`src/rtl/lane_pkg.sv`:
```
package lane_pkg;
  localparam int LANE_W = 8;
  localparam int NLANES = 2;
  localparam int WORD_W = LANE_W * NLANES;

  typedef struct packed {
    logic z;
    logic n;
    logic c;
  } flags_t;

  // Choose one lane of a word and zero-extend it
  function automatic logic [WORD_W-1:0] pick_lane(input logic [WORD_W-1:0] w,
                                                  input logic hi);
    logic [LANE_W-1:0] b;
    b = hi ? w[WORD_W-1:LANE_W] : w[LANE_W-1:0];
    return {{(WORD_W-LANE_W){1'b0}}, b};
  endfunction

  // Byte-size results only replace the low lane
  function automatic logic [WORD_W-1:0] merge_low(input logic [WORD_W-1:0] old_v,
                                                  input logic [WORD_W-1:0] new_v,
                                                  input logic is_byte);
    return is_byte ? {old_v[WORD_W-1:LANE_W], new_v[LANE_W-1:0]} : new_v;
  endfunction

  function automatic flags_t calc_flags(input logic [WORD_W:0] r,
                                        input logic is_byte);
    flags_t f;
    if (is_byte) begin
      f.z = (r[LANE_W-1:0] == '0);
      f.n = r[LANE_W-1];
      f.c = r[LANE_W];
    end else begin
      f.z = (r[WORD_W-1:0] == '0);
      f.n = r[WORD_W-1];
      f.c = r[WORD_W];
    end
    return f;
  endfunction
endpackage

```
`src/rtl/lane_addr_dec.sv`:
```
module lane_addr_dec
  import lane_pkg::*;
#(
  parameter int ADDR_W = 16
) (
  input  logic              valid,
  input  logic              write,
  input  logic              is_byte,
  input  logic [ADDR_W-1:0] addr,
  output logic [ADDR_W-2:0] word_addr,
  output logic [NLANES-1:0] lane_we,
  output logic              rd_en,
  output logic              misalign
);
  logic [NLANES-1:0] lane_hit;

  assign word_addr = addr[ADDR_W-1:1];
  assign misalign  = valid && !is_byte && addr[0];
  assign rd_en     = valid && !write && !misalign;

  for (genvar i = 0; i < NLANES; i++) begin : g_lane
    assign lane_hit[i] = is_byte ? (addr[0] == i[0]) : 1'b1;
    assign lane_we[i]  = valid && write && !misalign && lane_hit[i];
  end
endmodule

```
`src/rtl/lane_wb_flags.sv`:
```
module lane_wb_flags
  import lane_pkg::*;
(
  input  logic              is_byte,
  input  logic [WORD_W-1:0] old_v,
  input  logic [WORD_W:0]   result,
  output logic [WORD_W-1:0] merged,
  output flags_t            flags
);
  assign merged = merge_low(old_v, result[WORD_W-1:0], is_byte);
  assign flags  = calc_flags(result, is_byte);
endmodule

```
`src/rtl/lane_access_unit.sv`:
```
module lane_access_unit
  import lane_pkg::*;
#(
  parameter int ADDR_W = 16
) (
  input  logic              clk,
  input  logic              rst_n,
  input  logic              req_valid,
  input  logic              req_write,
  input  logic              req_byte,
  input  logic [ADDR_W-1:0] req_addr,
  input  logic [15:0]       req_wdata,
  output logic [ADDR_W-2:0] mem_addr,
  output logic              mem_re,
  output logic [1:0]        mem_we,
  output logic [15:0]       mem_wdata,
  input  logic [15:0]       mem_rdata,
  output logic [15:0]       rd_data,
  output logic              rd_valid,
  output logic              fault,
  input  logic              wb_byte,
  input  logic [15:0]       wb_old,
  input  logic [16:0]       wb_result,
  output logic [15:0]       wb_value,
  output logic              flag_z,
  output logic              flag_n,
  output logic              flag_c
);
  logic              misalign_w;
  logic              rd_en_w;
  logic [WORD_W-1:0] aligned_w;
  flags_t            flags_w;

  lane_addr_dec #(.ADDR_W(ADDR_W)) u_dec (
    .valid    (req_valid),
    .write    (req_write),
    .is_byte  (req_byte),
    .addr     (req_addr),
    .word_addr(mem_addr),
    .lane_we  (mem_we),
    .rd_en    (rd_en_w),
    .misalign (misalign_w)
  );

  assign mem_re    = rd_en_w;
  assign mem_wdata = req_byte ? {2{req_wdata[LANE_W-1:0]}} : req_wdata;
  assign aligned_w = req_byte ? pick_lane(mem_rdata, req_addr[0]) : mem_rdata;

  always_ff @(posedge clk) begin
    if (!rst_n) begin
      rd_data  <= '0;
      rd_valid <= 1'b0;
      fault    <= 1'b0;
    end else begin
      rd_valid <= rd_en_w;
      fault    <= misalign_w;
      if (rd_en_w) rd_data <= aligned_w;
    end
  end

  lane_wb_flags u_wb (
    .is_byte(wb_byte),
    .old_v  (wb_old),
    .result (wb_result),
    .merged (wb_value),
    .flags  (flags_w)
  );

  assign flag_z = flags_w.z;
  assign flag_n = flags_w.n;
  assign flag_c = flags_w.c;
endmodule

```
`config.mk`:
```
export PLATFORM = sky130hd
export DESIGN_NAME = lane_access_unit
export DESIGN_NICKNAME = d
export VERILOG_FILES = /design/src/rtl/lane_pkg.sv /design/src/rtl/lane_addr_dec.sv /design/src/rtl/lane_wb_flags.sv /design/src/rtl/lane_access_unit.sv
export SDC_FILE = /design/constraint.sdc
export NUM_CORES = 1
export LEC_CHECK = 0
export BUFFER_PORTS_ARGS = -buffer_cell sky130_fd_sc_hd__buf_2
export CAP_MARGIN = 20
export CELL_PAD_IN_SITES_DETAIL_PLACEMENT = 1
export CELL_PAD_IN_SITES_GLOBAL_PLACEMENT = 1
export CORE_ASPECT_RATIO = 1.4
export CORE_MARGIN = 2
export CORE_UTILIZATION = 23
export CTS_CLUSTER_DIAMETER = 50
export DETAILED_ROUTE_END_ITERATION = 12
export GPL_TIMING_DRIVEN = 0
export PLACE_DENSITY = 0.95
export SLEW_MARGIN = 20
export SYNTH_ARGS = -nofsm -noshare
export SYNTH_HDL_FRONTEND = slang
export SYNTH_SLANG_ARGS = --single-unit
```
`constraint.sdc`:
```
create_clock -name clk -period 1.9 [get_ports clk]
set_clock_uncertainty 0.15 [all_clocks]
set_input_delay 0.19 -clock clk [delete_from_list [all_inputs] [get_ports clk]]
set_output_delay 0.19 -clock clk [all_outputs]
set_load 0.03 [all_outputs]
```
==> results.txt <==
----------------------------------------------------
[Worst setup path]
  Critical Path RT ... roughly 1600 ps
  Largest delay share family, worst path ... buffers and inverters
  Count of buffer and inverter cells on the critical path ... 3
  Reg2Reg Setup Slack ... approximately 1000 ps
  Largest driver fanout on the critical path ... 10
  Cell depth of the worst flop-to-flop path ... 2
  Type of origin of the critical path ... input pin
  List of cells traversed by the critical path ... buf_2 > nand2b_1 > buf_2 > nor2_4 > buf_2
  Worst Setup End Kind ... output pin
  CP max stage cell ... sky130_fd_sc_hd__buf_2
  Crit-path max cell delay ... 260 ps
  Critical path start-end classification ... input pin to output pin
  Most frequent CP cell ... sky130_fd_sc_hd__buf_2
  Levels on crit path ... 5
  Crit path arrival time ... 1130 ps

[Pwr]
  Overall power consumption ... between 1000 and 1500 µW
  Cell leakage power ... 0.001122 µW
  Largest voltage drop on the vdd net ... 0.0001848 V
  Power per cell area ... 585.6 mW/mm²

[Yosys]
  Primary FF master, synth ... sky130_fd_sc_hd__dfxtp_1
  FFs w/ async S/R, synth ... 0%
  Nets in the synthesized netlist ... 245
  Cell types occupying the most area after synthesis ... sky130_fd_sc_hd__dfxtp_1 (27%), sky130_fd_sc_hd__buf_4 (18%), sky130_fd_sc_hd__mux2_2 (13%)
  Yosys top cell by area ... sky130_fd_sc_hd__dfxtp_1
  Most numerous cell types in the synthesized netlist ... sky130_fd_sc_hd__buf_4 (33), sky130_fd_sc_hd__dfxtp_1 (18), sky130_fd_sc_hd__mux2_2 (16)
  Number of instances in the synthesized netlist ... 158
  Mapped cell area ... 0.001348 mm²
  Count of state elements after synthesis ... 18
  Seq/Total Area, Yosys ... 26.74%
  Count of flip-flops with a built-in enable after synthesis ... 0
  Mean cell area of the mapped netlist ... 8.529 µm²
  Number of synthesis warnings ... 0
  Count leader, synth ... sky130_fd_sc_hd__buf_4
  Post-synthesis cell type count ... 26
  Synth top area share ... 26.74%

[Final layout]
  Final Instance Area ... roughly 0.0022 mm²
  Fin util ... between 30% and 40%
  Post-layout net count ... around 380
  Fillers ... 739
  Area of combinational cells with multiple inputs ... 664.4 µm²
  Syn-to-layout area delta ... 59.98%
  N_diodes ... 0
  Seq. cell area ... 360.3 µm²
  Layout cell share with drive strength beyond 1 ... approximately two thirds

[Timing]
  Period utilization ... ~78%
  Fin Hold WS ... between 30 and 40 ps
  Normalized max-slew margin ... 67.60%
  Setup repair after global routing missed its margin ... false
  Max Clock Freq ... 678.1 MHz
  Final Hold Fails ... 0
  Slew @ Worst Pin ... 485.9 ps
  Final slew viol count ... 0
  Final setup viols ... 0
  Final setup TNS ... 0 ps
  Min Clock Period, post-route ... roughly 1500 ps

[Clock network]
  Total CTS buffers ... 3
  Clock net sink count ... 18
  Setup repair bufs after CTS ... 0
  Clock tree from TritonCTS ... built
  CTS HTree Levels ... 1
  Max Root-Sink Buffers ... 2
  CTS Root Cell ... sky130_fd_sc_hd__clkbuf_8
  Post-CTS Hold Fix Bufs ... 0
  Post-cts sizing count ... 0
  Insertion delay to the later sink of the worst-skew pair ... 270 ps
  Clock-pin transition on the worst setup and hold timing paths ... 70 ps

[Floorplanning]
  Initial core utilization ... between 20% and 30%
  Number of cell rows ... 33
  Width of the die ... 68.69 µm
  Die Outline Area ... 0.006496 mm²
  Top-level I/O count ... approximately 160
  Core outline area ... roughly 0.0057 mm²
  Die boundary height ... roughly 95 µm

[Placed design]
  Post-detailed-placement cell area ... 0.002101 mm²
  HPWL after detailed placement ... 4.548 mm
  Placer's final routability congestion estimate ... 0.7941
  Number of port buffers ... 133

[Route]
  Number of detailed-routing iterations run before antenna repair ... 4
  Number of nets with antenna violations after routing ... 0
  Detailed-route via count ... 1680
  Total Routed Length ... approximately 5.2 mm
  Average via count per standard cell ... between 4 and 5
  DR DRC count ... 0
  Post-detailed-route wirelength per cell ... 14.36 µm
  Drt first-iter violations ... 61

[GRT]
  Wire length of the first global-routing pass ... 7.790 mm
  GRT Total Usage ... 15.86%
  Most Used Layer, Global Route ... met2
  Total global routing overflow ... 0
  Met3 track utilization from global routing ... 4.052%
  Via count of the first global-routing pass ... around 1800
  Met1 demand-to-capacity share in global routing ... 14.48%
  Met2 Track Usage GR ... a little under a third
  Number of antenna violations at the first check in global routing ... 0
  Largest net degree at the start of global routing ... 11

[Worst hold path]
  Class of the most critical hold timing path ... input pin to flip-flop
  Number of cells traversed by the worst hold path ... 2

[Run]
  Maximum capacitance violations ... 0

[Run status]
  Status ... finished clean

----------------------------------------------------
[flip-flops by register name (all words and copies together), names as in the netlist]
name	flops
rd_data	16
fault	1
rd_valid	1
[where the power goes]
group	switching (µW)	internal (µW)	total, µW
Sequential	7.98	394	402
Combinational	324	210	533
Clock	142	185	327
[layout make-up]
type,instances,area share [%]
clock buffers,4,2.554
inverters,1,0.1741
flip-flops and latches,18,16.72
well taps,70,4.063
multi-input cells,96,30.82
plain buffers,43,14.80
repair buffers,133,30.88
[layout by cell type (no fill, tap or decap)]
cell / n
sky130_fd_sc_hd__a21oi_1: 15
sky130_fd_sc_hd__a21oi_2: 2
sky130_fd_sc_hd__a311oi_1: 6
sky130_fd_sc_hd__a311oi_2: 2
sky130_fd_sc_hd__and3_1: 1
sky130_fd_sc_hd__buf_2: 139
sky130_fd_sc_hd__buf_4: 33
sky130_fd_sc_hd__buf_6: 2
sky130_fd_sc_hd__buf_8: 1
sky130_fd_sc_hd__clkbuf_1: 1
sky130_fd_sc_hd__clkbuf_8: 4
sky130_fd_sc_hd__clkinv_1: 1
sky130_fd_sc_hd__dfxtp_1: 18
sky130_fd_sc_hd__mux2_2: 16
sky130_fd_sc_hd__nand2_1: 15
sky130_fd_sc_hd__nand2b_1: 2
sky130_fd_sc_hd__nand2b_2: 1
sky130_fd_sc_hd__nand3_1: 8
sky130_fd_sc_hd__nand4b_1: 8
sky130_fd_sc_hd__nor2_1: 2
sky130_fd_sc_hd__nor2_4: 1
sky130_fd_sc_hd__nor2b_1: 2
sky130_fd_sc_hd__nor2b_2: 1
sky130_fd_sc_hd__nor3_1: 2
sky130_fd_sc_hd__nor4_1: 4
sky130_fd_sc_hd__o21ai_0: 1
sky130_fd_sc_hd__o21ai_1: 7
[stage by stage]
step / std cells / setup slack (ps)
after global routing: 365 / 376.8
final: 365 / 425.2
after CTS: 365 / 424.3
after detailed placement: 361 / 449.0
after floorplan: 158 / 303.7
after global placement: 361 / 461.4
[routing by layer]
metal	part of all wire, %	vias to the layer above
met5	0	-
li1	-	806
met1	34	749
met2	54	116
met4	2.2	0
met3	10	9
[cells by family (layout without fill, tap and decap cells)]
group,count (synthesis),in the layout,share of synthesized area (%)
mux,16,16,13.37
buf+inv,44,181,23.95
flops,18,18,26.74
simple gates,47,47,19.96
compound gates,33,33,15.97
[path summary, 6_finish.rpt]
| path | to | from |
|---|---|---|
| worst max register to register | rd_data[1]$_SDFFE_PN0P_ | rd_data[1]$_SDFFE_PN0P_ |
| worst max-delay path | mem_re | req_write |
| worst min register to register | rd_data[15]$_SDFFE_PN0P_ | rd_data[15]$_SDFFE_PN0P_ |
| worst min-delay path | fault$_SDFF_PN0_ | rst_n |
No activity file was read; power rests on OpenSTA's default activity.
